--- src/rtl/plc_pkg.sv ---
package plc_pkg;

    typedef enum logic [1:0] {
        ST_DOWN    = 2'd0,
        ST_PREFILL = 2'd1,
        ST_NORMAL  = 2'd2,
        ST_LOSS    = 2'd3
    } plc_state_e;

    localparam logic [1:0] SEL_FAULT = 2'd0;
    localparam logic [1:0] SEL_DATA  = 2'd1;
    localparam logic [1:0] SEL_FILL  = 2'd2;

    localparam int SEQ_W = 16;

    // control word layout as decoded on receive
    typedef struct packed {
        logic [3:0]       kind;
        logic             lflag;
        logic             rflag;
        logic [1:0]       rsv;
        logic [1:0]       frag;
        logic [5:0]       plen;
        logic [SEQ_W-1:0] seq;
    } plc_cw_t;

endpackage

--- src/rtl/plc_cw_check.sv ---
module plc_cw_check
    import plc_pkg::*;
#(
    parameter int LEN_W = 16
) (
    input  logic             vld_i,
    input  logic [31:0]      cw_i,
    input  logic [LEN_W-1:0] len_i,
    input  logic [LEN_W-1:0] cfg_len_i,
    output logic             fmt_ok_o,
    output logic             lflag_o,
    output logic [SEQ_W-1:0] seq_o
);

    plc_cw_t word;
    logic    unused_cw_fields;

    assign word             = cw_i;
    assign fmt_ok_o         = vld_i && (word.kind == 4'h0) && (len_i == cfg_len_i);
    assign lflag_o          = word.lflag;
    assign seq_o            = word.seq;
    assign unused_cw_fields = ^{word.rflag, word.rsv, word.frag, word.plen};

endmodule

--- src/rtl/plc_seq_track.sv ---
module plc_seq_track
    import plc_pkg::*;
#(
    parameter int DEPTH = 16,
    localparam int CNT_W = $clog2(DEPTH + 1)
) (
    input  logic             clk,
    input  logic             rst_n,
    input  logic             flush_i,
    input  logic             acc_i,
    input  logic [SEQ_W-1:0] seq_i,
    input  logic [CNT_W-1:0] occ_i,
    output logic             push_o,
    output logic             late_o,
    output logic [CNT_W-1:0] fill_o
);

    logic [SEQ_W-1:0] exp_q;
    logic             have_q;
    logic [SEQ_W-1:0] diff;
    logic [CNT_W-1:0] avail;
    logic [CNT_W-1:0] room;

    assign diff   = seq_i - exp_q;
    assign avail  = CNT_W'(DEPTH) - occ_i;
    assign room   = avail - 1'b1;
    assign late_o = acc_i && have_q && diff[SEQ_W-1];
    assign push_o = acc_i && !late_o && (avail != '0);

    always_comb begin
        if (!have_q) begin
            fill_o = '0;
        end else if (diff > SEQ_W'(room)) begin
            fill_o = room;
        end else begin
            fill_o = diff[CNT_W-1:0];
        end
    end

    always_ff @(posedge clk) begin
        if (!rst_n) begin
            have_q <= 1'b0;
            exp_q  <= '0;
        end else if (flush_i) begin
            have_q <= 1'b0;
        end else if (acc_i && !late_o) begin
            have_q <= 1'b1;
            exp_q  <= seq_i + 1'b1;
        end
    end

    AST_FILL_FITS: assert property (@(posedge clk) disable iff (!rst_n)
        push_o |-> ({1'b0, occ_i} + {1'b0, fill_o}) < (CNT_W+1)'(DEPTH));

endmodule

--- src/rtl/plc_slot_queue.sv ---
module plc_slot_queue #(
    parameter int DEPTH = 16,
    localparam int CNT_W = $clog2(DEPTH + 1),
    localparam int PTR_W = (DEPTH > 1) ? $clog2(DEPTH) : 1
) (
    input  logic             clk,
    input  logic             rst_n,
    input  logic             flush_i,
    input  logic             push_i,
    input  logic [CNT_W-1:0] push_fill_i,
    input  logic             push_l_i,
    input  logic             take_i,
    output logic [CNT_W-1:0] occ_o,
    output logic             empty_o,
    output logic             head_fill_o,
    output logic             head_l_o
);

    // one entry per accepted packet: replacement slots owed ahead of it, then its payload
    logic [CNT_W-1:0] fill_mem [DEPTH];
    logic             l_mem    [DEPTH];
    logic [PTR_W-1:0] rd_q, wr_q;
    logic [CNT_W-1:0] done_q;
    logic [CNT_W-1:0] occ_q;
    logic [CNT_W:0]   occ_add, occ_sub, occ_nx;
    logic             take_ok;

    function automatic logic [PTR_W-1:0] bump(input logic [PTR_W-1:0] p);
        return (p == PTR_W'(DEPTH - 1)) ? '0 : p + 1'b1;
    endfunction

    assign occ_o       = occ_q;
    assign empty_o     = (occ_q == '0);
    assign head_fill_o = !empty_o && (done_q < fill_mem[rd_q]);
    assign head_l_o    = l_mem[rd_q];
    assign take_ok     = take_i && !empty_o;
    assign occ_add     = push_i ? ({1'b0, push_fill_i} + 1'b1) : '0;
    assign occ_sub     = take_ok ? (CNT_W+1)'(1) : '0;
    assign occ_nx      = {1'b0, occ_q} + occ_add - occ_sub;

    always_ff @(posedge clk) begin
        if (push_i && !flush_i) begin
            fill_mem[wr_q] <= push_fill_i;
            l_mem[wr_q]    <= push_l_i;
        end
    end

    always_ff @(posedge clk) begin
        if (!rst_n || flush_i) begin
            rd_q   <= '0;
            wr_q   <= '0;
            done_q <= '0;
            occ_q  <= '0;
        end else begin
            occ_q <= occ_nx[CNT_W-1:0];
            if (push_i) begin
                wr_q <= bump(wr_q);
            end
            if (take_ok) begin
                if (head_fill_o) begin
                    done_q <= done_q + 1'b1;
                end else begin
                    done_q <= '0;
                    rd_q   <= bump(rd_q);
                end
            end
        end
    end

    AST_NO_OVERFLOW: assert property (@(posedge clk) disable iff (!rst_n)
        occ_q <= CNT_W'(DEPTH));

endmodule

--- src/rtl/plc_playout_ctrl.sv ---
module plc_playout_ctrl
    import plc_pkg::*;
#(
    parameter int DEPTH = 16,
    parameter int LEN_W = 16,
    parameter int TMR_W = 20,
    localparam int CNT_W = $clog2(DEPTH + 1)
) (
    input  logic             clk,
    input  logic             rst_n,
    input  logic             link_up,
    input  logic             deg_defect,
    input  logic [LEN_W-1:0] cfg_len,
    input  logic [CNT_W-1:0] cfg_prefill,
    input  logic [TMR_W-1:0] cfg_timeout,
    input  logic             pkt_valid,
    input  logic [31:0]      pkt_cw,
    input  logic [LEN_W-1:0] pkt_len,
    input  logic             slot_req,
    output logic             play_valid,
    output logic [1:0]       play_sel,
    output logic             lost_evt,
    output logic             rx_evt,
    output logic             fault_req,
    output logic             loss_flag
);

    plc_state_e       state_q, state_n;
    logic             fmt_ok, lflag, accept, push, late;
    logic [SEQ_W-1:0] seq;
    logic [CNT_W-1:0] fill, occ;
    logic             empty, head_fill, head_l, take, flush;
    logic [TMR_W-1:0] tmr_q;
    logic [TMR_W:0]   tmr_inc;
    logic             timeout_hit, prefill_met;

    plc_cw_check #(.LEN_W(LEN_W)) u_cw (
        .vld_i     (pkt_valid),
        .cw_i      (pkt_cw),
        .len_i     (pkt_len),
        .cfg_len_i (cfg_len),
        .fmt_ok_o  (fmt_ok),
        .lflag_o   (lflag),
        .seq_o     (seq)
    );

    plc_seq_track #(.DEPTH(DEPTH)) u_seq (
        .clk     (clk),
        .rst_n   (rst_n),
        .flush_i (flush),
        .acc_i   (accept),
        .seq_i   (seq),
        .occ_i   (occ),
        .push_o  (push),
        .late_o  (late),
        .fill_o  (fill)
    );

    plc_slot_queue #(.DEPTH(DEPTH)) u_q (
        .clk         (clk),
        .rst_n       (rst_n),
        .flush_i     (flush),
        .push_i      (push),
        .push_fill_i (fill),
        .push_l_i    (lflag),
        .take_i      (take),
        .occ_o       (occ),
        .empty_o     (empty),
        .head_fill_o (head_fill),
        .head_l_o    (head_l)
    );

    assign accept      = fmt_ok && link_up && (state_q != ST_DOWN);
    assign tmr_inc     = {1'b0, tmr_q} + 1'b1;
    assign timeout_hit = (state_q == ST_NORMAL) && link_up && !accept
                         && (tmr_inc >= {1'b0, cfg_timeout});
    assign flush       = !link_up || timeout_hit;
    assign take        = slot_req && (state_q == ST_NORMAL) && !empty;
    assign prefill_met = (occ >= cfg_prefill);

    // next-state decision
    always_comb begin
        state_n = state_q;
        if (!link_up) begin
            state_n = ST_DOWN;
        end else begin
            unique case (state_q)
                ST_DOWN:    state_n = ST_PREFILL;
                ST_PREFILL: if (prefill_met) state_n = ST_NORMAL;
                ST_NORMAL:  if (timeout_hit) state_n = ST_LOSS;
                ST_LOSS:    if (prefill_met) state_n = ST_NORMAL;
                default:    state_n = ST_DOWN;
            endcase
        end
    end

    // state register and loss timer
    always_ff @(posedge clk) begin
        if (!rst_n) begin
            state_q <= ST_DOWN;
            tmr_q   <= '0;
        end else begin
            state_q <= state_n;
            if ((state_q != ST_NORMAL) || (state_n != ST_NORMAL) || accept) begin
                tmr_q <= '0;
            end else begin
                tmr_q <= tmr_inc[TMR_W-1:0];
            end
        end
    end

    // slot answers and events
    always_ff @(posedge clk) begin
        if (!rst_n) begin
            play_valid <= 1'b0;
            play_sel   <= SEL_FAULT;
            lost_evt   <= 1'b0;
            rx_evt     <= 1'b0;
        end else begin
            play_valid <= slot_req;
            rx_evt     <= push && !flush;
            lost_evt   <= take && head_fill;
            if (slot_req) begin
                if (state_q != ST_NORMAL || deg_defect) begin
                    play_sel <= SEL_FAULT;
                end else if (empty || head_fill) begin
                    play_sel <= SEL_FILL;
                end else if (head_l) begin
                    play_sel <= SEL_FAULT;
                end else begin
                    play_sel <= SEL_DATA;
                end
            end
        end
    end

    always_comb begin
        fault_req = (state_q != ST_NORMAL) || deg_defect;
        loss_flag = (state_q == ST_LOSS) || deg_defect;
    end

    AST_SLOT_ANSWERED: assert property (@(posedge clk) disable iff (!rst_n)
        slot_req |=> play_valid);
    AST_NO_SPURIOUS_ANSWER: assert property (@(posedge clk) disable iff (!rst_n)
        !slot_req |=> !play_valid);
    AST_FAULT_OUTSIDE_NORMAL: assert property (@(posedge clk) disable iff (!rst_n)
        (slot_req && state_q != ST_NORMAL) |=> (play_sel == SEL_FAULT));
    AST_DOWN_FLUSHES: assert property (@(posedge clk) disable iff (!rst_n)
        !link_up |=> (occ == '0));
    AST_RX_CLEAN_KIND: assert property (@(posedge clk) disable iff (!rst_n)
        rx_evt |-> ($past(pkt_valid) && $past(pkt_cw[31:28]) == 4'h0));
    AST_RX_LEN_MATCH: assert property (@(posedge clk) disable iff (!rst_n)
        rx_evt |-> ($past(pkt_len) == $past(cfg_len)));
    AST_RX_NOT_DOWN: assert property (@(posedge clk) disable iff (!rst_n)
        rx_evt |-> ($past(state_q) != ST_DOWN));
    AST_LATE_SILENT: assert property (@(posedge clk) disable iff (!rst_n)
        late |=> !rx_evt);
    AST_PREFILL_EXIT: assert property (@(posedge clk) disable iff (!rst_n)
        (state_q == ST_NORMAL && $past(state_q) == ST_PREFILL)
            |-> ($past(occ) >= $past(cfg_prefill)));
    AST_LOSS_ENTRY: assert property (@(posedge clk) disable iff (!rst_n)
        (state_q == ST_LOSS && $past(state_q) == ST_NORMAL)
            |-> (!$past(fmt_ok) && occ == '0));

endmodule

--- config.mk ---
export PLATFORM = sky130hd
export DESIGN_NAME = plc_playout_ctrl
export DESIGN_NICKNAME = d
export VERILOG_FILES = /design/src/rtl/plc_pkg.sv /design/src/rtl/plc_cw_check.sv /design/src/rtl/plc_seq_track.sv /design/src/rtl/plc_slot_queue.sv /design/src/rtl/plc_playout_ctrl.sv
export SDC_FILE = /design/constraint.sdc
export NUM_CORES = 1
export LEC_CHECK = 0
export ABC_AREA = 1
export BUFFER_PORTS_ARGS = -buffer_cell sky130_fd_sc_hd__buf_2
export CAP_MARGIN = 20
export CORE_AREA = 2 2 127 179
export CTS_CLUSTER_DIAMETER = 40
export CTS_CLUSTER_SIZE = 30
export DETAILED_ROUTE_END_ITERATION = 16
export DIE_AREA = 0 0 129 181
export PLACE_DENSITY_LB_ADDON = 0.3
export SETUP_SLACK_MARGIN = 0.2
export SLEW_MARGIN = 20
export SYNTH_ARGS = -nofsm -noshare
export SYNTH_HDL_FRONTEND = slang
export SYNTH_SLANG_ARGS = --single-unit
--- constraint.sdc ---
create_clock -name clk -period 5.3 [get_ports clk]
set_clock_uncertainty 0.15 [all_clocks]
set_input_delay 0.795 -clock clk [delete_from_list [all_inputs] [get_ports clk]]
set_output_delay 0.795 -clock clk [all_outputs]
set_load 0.005 [all_outputs]
==> results of run 1 <==
-- stage by stage --
stage                     util (%)  instance area (um^2)  setup WS [ns]
after floorplan                  -                  9650          0.613
after global placement        47.9                 10400         0.0841
after detailed placement      47.9                 10400         0.0153
after CTS                     50.8                 11000          0.347
after global routing          51.0                 11100          0.206
final                         51.0                 11100          0.563
-- flip-flops by register name, indices dropped and copies added (netlist names), named ones only --
signal	count
u_q.fill_mem	80
tmr_q	20
u_q.l_mem	16
u_seq.exp_q	16
u_q.done_q	5
u_q.occ_o	5
u_q.rd_q	4
u_q.wr_q	4
play_sel	2
state_q	2
lost_evt	1
play_valid	1
rx_evt	1
u_seq.have_q	1
-- report_power, final --
part | switching [W] | total (W) | internal [W]
clock | 0.000592 | 0.00126 | 0.000671
sequential | 0.000000468 | 0.00132 | 0.00132
combinational | 0.000113 | 0.000189 | 0.0000758
-- placed cells by master, fill, tap and decap left out, drive strengths merged --
cell / n
inv: 224
nand2: 195
nor2: 168
buf: 97
edfxtp: 96
ha: 67
dfxtp: 66
nand3: 65
o21ai: 62
a21oi: 42
xor2: 36
nand4: 31
nor3: 23
clkbuf: 18
o22ai: 14
xnor2: 11
o221ai: 11
a211oi: 11
or2: 11
o211ai: 7
nor4: 5
clkinv: 5
nand3b: 4
nor3b: 4
o21bai: 3
o21a: 3
and3: 2
fa: 2
a21o: 1
o221a: 1
o32ai: 1
-- metal layers --
metal	track usage [%]	part of all wire (%)	vias up	routed length, um
met4	6.22	1.8	0	393
met3	3.44	3.8	35	840
met5	0	0	-	0
li1	-	-	4084	-
met1	21.5	40	3677	8790
met2	37.5	54	167	11900
-- cells by family after synthesis --
kind of cell | Yosys count | synth area share (%)
AND/OR/NAND/NOR | 508 | 23.9
AO/OA/AOI/OAI | 156 | 9.49
XOR/XNOR | 47 | 4.27
buffers and inverters | 241 | 9.67
adder cells (fa/ha/maj) | 69 | 9.10
flip-flops | 162 | 43.6
-- layout make-up --
cell class              instances  area (um^2)  share of cell area (%)
multi-input cells             780         4560                    41.2
inverters                     215          807                    7.29
repair buffers                 97          503                    4.54
clock inverters                14          178                    1.60
flip-flops and latches        162         4210                    38.0
clock buffers                  18          450                    4.07
well taps                     297          372                    3.36
-- critical path: cells and delay by family --
| kind | cells | cell delay, ns |
|---|---|---|
| simple gates | 20 | 1.58 |
| compound gates | 1 | 0.15 |
| buf+inv | 7 | 0.53 |
| xor+xnor | 1 | 0.17 |
| fa+ha+maj | 5 | 1.70 |
-- timing repair --
action / 4_1_cts / 5_1_grt
resized for setup: 0 / 11
endpoints found under the setup margin: 0 / 1
setup buffers: 0 / 1
-- final timing paths --
check,slack [ns],cells past startpoint,startpoint,endpoint
min,0.31,2,u_seq.exp_q[12]$_SDFFE_PN0P_,u_seq.exp_q[12]$_SDFFE_PN0P_
max reg2reg,0.61,32,u_q.occ_o[2]$_SDFF_PP0_,u_q.occ_o[4]$_SDFF_PP0_
min reg2reg,0.31,2,u_seq.exp_q[12]$_SDFFE_PN0P_,u_seq.exp_q[12]$_SDFFE_PN0P_
max,0.56,34,pkt_cw[0],u_q.occ_o[4]$_SDFF_PP0_
==> key figures, run 1 <==
Clocking
  • Skew-Pair Late Insertion Delay: 0.44 ns
  • Htree depth: 4
  • TritonCTS Sinks: 162
  • CTS Buf Count: 17
  • CTS tree: yes
  • Max Buffers Root-to-Sink: 2
  • CTS Hold Bufs: 0
  • Worst-path clk slew: ~0.070 ns
  • Root buf cell: clkbuf_16

Die
  • Die footprint: ~23000 um^2
  • DIE WIDTH: approximately 130 um
  • Core area: 21700 um^2
  • Die height: about 180 um
  • Num ports: 102
  • Starting Density: approximately 44%
  • Row count: 64

Global route
  • Grt ovf: 0
  • Vias in the first global route: 7955
  • Pin count of the biggest net entering global routing: a little under 50
  • First-pass GRT wire length: 36700 um
  • GRT Total Usage: a little under 20%
  • Initial antenna violation count: 0

Run status
  • Status: completed

Final layout
  • Final non-filler cell total: 1583
  • N_diodes: 0
  • Nets: 1437
  • Area grow syn2layout: 14.7%
  • Fill count: slightly above 2000
  • Share of cells above drive strength 1: roughly 15%

Yosys
  • Synth area leaders: edfxtp_1 (30%), dfxtp_1 (14%), ha_1 (8.7%)
  • Seq/Total Area, Yosys: between 40% and 50%
  • Most frequent cell after synthesis: inv_1
  • Synthesis-stage register bit count: approximately 160
  • Yosys cell types: 44
  • Post-synth top cells: inv_1 (211), nand2_1 (185), nor2_1 (151), edfxtp_1 (96), ha_1 (67)
  • Syn_nets: between 1000 and 1500
  • Yosys warns: 0
  • Share of async-settable or async-resettable flops after synthesis: 0%
  • Yosys top cell area share: roughly 30%
  • Post-Syn Instances: around 1200
  • Post-synthesis area per instance: between 8 and 9 um^2
  • Number of synthesized flops with an enable pin: 96
  • Area leader, netlist: edfxtp_1
  • Top_reg_cell synth: edfxtp_1
  • Post-Syn Area: between 9000 and 10000 um^2

Power and ir drop
  • Lkg Pwr: 4.91 nW
  • Peak supply drop: approximately 0.17 mV
  • Tot Pwr: 0.00277 W
  • Pwr dens: roughly 250 nW/um^2

Timing
  • Hold Violations, Final: 0
  • Max-slew headroom at the worst pin: 43.6%
  • Worst Tran Pin Value: roughly 0.84 ns
  • WHS: a little over 0.3 ns
  • Max Freq: between 200 and 250 MHz
  • Setup TNS: 0 ns
  • Final setup fails: 0
  • Min cycle time layout: around 4.7 ns
  • Fin crit share: 89.4%
  • Slew Viols, Final: 0
  • RSZ-0062 raised after global routing: false

Flow run
  • Max_cap viols: 0

Drt
  • Vias per cell: ~5.0
  • Routed Wire Length: ~22000 um
  • Routed via count: 7963
  • Pre-antenna DRT Iters: 6
  • Wire per inst: approximately 14 um
  • ANT nets after route: 0
  • DRC viols: 0
  • Detailed Route Iter0 Violations: 291

Critical path
  • Crit Path Category: primary input to flip-flop
  • CP peak stage delay: approximately 0.47 ns
  • Cell mode on critical path: nand2_1
  • CP max FO: 6
  • CP Capture Type: flip-flop
  • Critical Path Start Type: primary input
  • CP arrival: 4.92 ns
  • Max stage delay cell, worst path: fa_2
  • Required time worst endpoint: approximately 5.5 ns

Hold path
  • Worst Hold Class: flip-flop to flip-flop

Placement
  • DP HPWL: roughly 17000 um
  • Port Buffers: 90
  • DP Cell Count: ~1600
  • GP Congestion: about 0.9
No activity file was read; power rests on OpenSTA's default activity.
==> run 2, diff against run 1 <==
- ABC_AREA: 1 -> not set
- BUFFER_PORTS_ARGS: -buffer_cell sky130_fd_sc_hd__buf_2 -> not set
- CORE_AREA: 2 2 127 179 -> 2 2 123 173
- DIE_AREA: 0 0 129 181 -> 0 0 125 175
- DONT_BUFFER_PORTS: not set -> 1
==> key figures, run 2 <==
Placement
  • DP Cell Count: 1084 (was 1550)
  • DP HPWL: 14500 um (was 16700 um)
  • Pre-CTS setup slack: -0.0308 ns (was 0.0153 ns)
  • Port Buffers: 0 (was 90)
  • DP Area: 9480 um^2 (was 10400 um^2)
  • GP Congestion: 0.863 (was 0.926)

Die
  • Die footprint: 21900 um^2 (was 23300 um^2)
  • Row count: 62 (was 64)
  • Die height: 175 um (was 181 um)
  • Starting Density: 44.5% (about the same)
  • Core area: 20300 um^2 (was 21700 um^2)
  • Num ports: 102 (unchanged)
  • DIE WIDTH: 125 um (was 129 um)

Final layout
  • Commonest cells after routing, fill and taps aside: edfxtp_1 (96), inv_1 (72), dfxtp_1 (64) (was inv_1 (210), nand2_1 (185), nor2_1 (150))
  • Commonest non-fill, non-tap cell in the layout: edfxtp_1 (was inv_1)
  • Area grow syn2layout: 13.3% (was 14.7%)
  • Max FFs per register: 80 (unchanged)
  • Final non-filler cell total: 1121 (was 1583)
  • Final Cell Area: 10200 um^2 (was 11100 um^2)
  • Biggest regs: u_q.fill_mem x80, tmr_q x20 (unchanged)
  • Nets: 1016 (was 1437)
  • N_diodes: 0 (unchanged)
  • Top reg by flops: u_q.fill_mem (unchanged)
  • Share of cells above drive strength 1: 14.7% (was 14.9%)

Critical path
  • Required time worst endpoint: 5.46 ns (was 5.49 ns)
  • Crit Path Category: flip-flop to flip-flop (was primary input to flip-flop)
  • CP arrival: 5.01 ns (was 4.92 ns)
  • Critical Path Start Type: flip-flop (was primary input)
  • CP max FO: 4 (was 6)
  • CP Capture Type: flip-flop (unchanged)

Drt
  • Wire per inst: 16.9 um (was 13.8 um)
  • Pre-antenna DRT Iters: 4 (was 6)
  • Detailed Route Iter0 Violations: 287 (was 291)
  • Routed via count: 6078 (was 7963)
  • Routed Wire Length: 19000 um (was 21900 um)
  • DRC viols: 0 (unchanged)
  • Vias per cell: 5.42 (was 5.03)
  • ANT nets after route: 0 (unchanged)

Flow run
  • Max_cap viols: 0 (unchanged)

Power and ir drop
  • Tot Pwr: 0.00272 W (was 0.00277 W)
  • Clk pwr share: 46.6% (was 45.6%)
  • Switching share of power: 25.3% (was 25.4%)
  • Gate power share: 4.9% (was 6.8%)
  • Lkg Pwr: 3.83 nW (was 4.91 nW)
  • Sequential share of power: 48.5% (was 47.6%)
  • Peak supply drop: 0.207 mV (was 0.167 mV)
  • NetSw: 0.000688 W (was 0.000705 W)
  • Int Power: 0.00203 W (was 0.00207 W)
  • Pwr dens: 266 nW/um^2 (was 250 nW/um^2)

Clocking
  • Htree depth: 4 (unchanged)
  • CTS tree: yes (unchanged)
  • Skew-Pair Late Insertion Delay: 0.43 ns (was 0.44 ns)
  • Max Buffers Root-to-Sink: 2 (unchanged)
  • TritonCTS Sinks: 162 (unchanged)
  • CTS Buf Count: 17 (unchanged)
  • Worst-path clk slew: 0.08 ns (was 0.07 ns)
  • Root buf cell: clkbuf_16 (unchanged)

Yosys
  • Post-Syn Area: 9040 um^2 (was 9650 um^2)
  • Yosys warns: 0 (unchanged)
  • Most frequent cell after synthesis: edfxtp_1 (was inv_1)
  • Syn_nets: 992 (was 1347)
  • Share of async-settable or async-resettable flops after synthesis: 0% (unchanged)
  • Top_reg_cell synth: edfxtp_1 (unchanged)
  • Number of synthesized flops with an enable pin: 96 (unchanged)
  • Area leader, netlist: edfxtp_1 (unchanged)
  • Yosys top cell area share: 31.9% (was 29.9%)
  • Post-synthesis area per instance: 10.9 um^2 (was 8.16 um^2)
  • Synthesis-stage register bit count: 162 (unchanged)
  • Post-synth top cells: edfxtp_1 (96), inv_1 (76), ha_1 (67), dfxtp_1 (66), nor2_1 (59) (was inv_1 (211), nand2_1 (185), nor2_1 (151), edfxtp_1 (96), ha_1 (67))
  • Post-Syn Instances: 828 (was 1183)
  • Seq/Total Area, Yosys: 46.5% (was 43.6%)
  • Synth area leaders: edfxtp_1 (32%), dfxtp_1 (15%), ha_1 (9.3%) (was edfxtp_1 (30%), dfxtp_1 (14%), ha_1 (8.7%))
  • Yosys cell types: 59 (was 44)

Timing
  • Slew Viols, Final: 0 (unchanged)
  • Min cycle time layout: 4.85 ns (was 4.74 ns)
  • Max-slew headroom at the worst pin: 52.3% (was 43.6%)
  • Max Freq: 206 MHz (was 211 MHz)
  • Setup TNS: 0 ns (unchanged)
  • Hold Violations, Final: 0 (unchanged)
  • Worst Tran Pin Value: 0.712 ns (was 0.845 ns)
  • RSZ-0062 raised after global routing: true (was false)
  • Final setup fails: 0 (unchanged)
  • Setup slack after layout: 0.447 ns (was 0.563 ns)
  • Fin crit share: 91.6% (was 89.4%)

Hold path
  • Worst Hold Class: primary input to flip-flop (was flip-flop to flip-flop)

Global route
  • Grt ovf: 0 (unchanged)
  • Initial antenna violation count: 0 (unchanged)
  • Vias in the first global route: 6064 (was 7955)
  • GRT Total Usage: 17.8% (was 19.6%)
  • First-pass GRT wire length: 30800 um (was 36700 um)
  • Pin count of the biggest net entering global routing: 31 (was 49)

Run status
  • Status: completed (unchanged)
run 2: changes by cell type after synthesis, sizes merged, moves of 30 or more:
cell	delta
xnor2	+32
nand2	-145
inv	-139
mux4	+30
o21ai	-38
nor2	-109
nand3	-35
run 2: metrics by stage:
step                      util (%)  hold WS [ns]
after floorplan                  -         0.290
after detailed placement      46.6         0.329
after global placement        46.6         0.323
final                         50.4         0.304
after CTS                     49.8         0.290
after global routing          50.4         0.278
run 2: logic make-up (layout without fill, tap and decap cells):
kind of cell,Yosys count,in the layout,share of synthesized area [%]
and+or+nand+nor,250,250,14.4
DFF,162,162,46.5
AOI/OAI and AO/OA,134,134,9.35
buffers and inverters,101,138,4.24
xor gates and xnor gates,73,73,7.28
adders and majority gates,69,69,9.72
muxes,39,39,8.53
run 2: path summary, 6_finish.rpt:
| check | from | end | slack (ns) | depth (start not counted) |
|---|---|---|---|---|
| max reg2reg | u_q.occ_o[0]$_SDFF_PP0_ | u_q.occ_o[4]$_SDFF_PP0_ | 0.45 | 26 |
| min reg2reg | u_q.wr_q[1]$_SDFFE_PP0P_ | u_q.wr_q[1]$_SDFFE_PP0P_ | 0.35 | 2 |
| min | pkt_cw[27] | u_q.l_mem[1]$_DFFE_PP_ | 0.30 | 0 |
| max | u_q.occ_o[0]$_SDFF_PP0_ | u_q.occ_o[4]$_SDFF_PP0_ | 0.45 | 26 |
run 2: what timing repair did:
item,in CTS,in global routing
resized for setup,0,23
setup endpoints to repair,1,3
hold buffers,0,0
pin swaps,1,19
buffers inserted,1,4
run 2: area by class of cell:
class                           count  area, um^2
Fill cell                        1859       10100
Multi-Input combinational cell    565        4570
Sequential cell                   162        4210
Clock buffer                       17         425
Tap cell                          256         320
Inverter                           77         295
Timing Repair Buffer               29         218
Clock inverter                     15         206
run 2: power by group through the flow:
stage	Combinational, W	Clock, W	Sequential [W]
after global placement	0.000128	0	0.00135
final	0.000133	0.00127	0.00132
after global routing	0.000152	0.00135	0.00132
after CTS	0.000131	0.00129	0.00132
after floorplan	0.000103	0	0.00135
after detailed placement	0.000130	0	0.00135
run 2: worst max-delay path: stages, from the launching register on:
cell,delay [ns]
dfxtp_2,0.36
inv_2,0.06
ha_4,0.27
nor2b_1,0.04
a211oi_1,0.17
o21ai_1,0.10
xnor2_1,0.15
buf_4,0.15
inv_2,0.04
ha_4,0.26
nand4_1,0.13
o21ai_2,0.19
o2111ai_2,0.14
a311oi_2,0.22
nand4_1,0.17
nor4_4,0.32
nand3_4,0.14
mux2_4,0.24
nand2_4,0.06
ha_4,0.27
inv_4,0.03
fa_2,0.34
a21o_1,0.19
a21oi_2,0.16
xnor2_2,0.14
nand4_1,0.09
nor3b_1,0.14
run 2: per-layer routing:
metal	GRT usage, %	share of wire, %	up-vias	wire length (um)
li1	-	-	3048	-
met1	19.9	40	2869	7600
met2	34.3	55	136	10400
met3	3.03	3.3	25	633
met4	5.14	2.0	0	386
met5	0	0	-	0
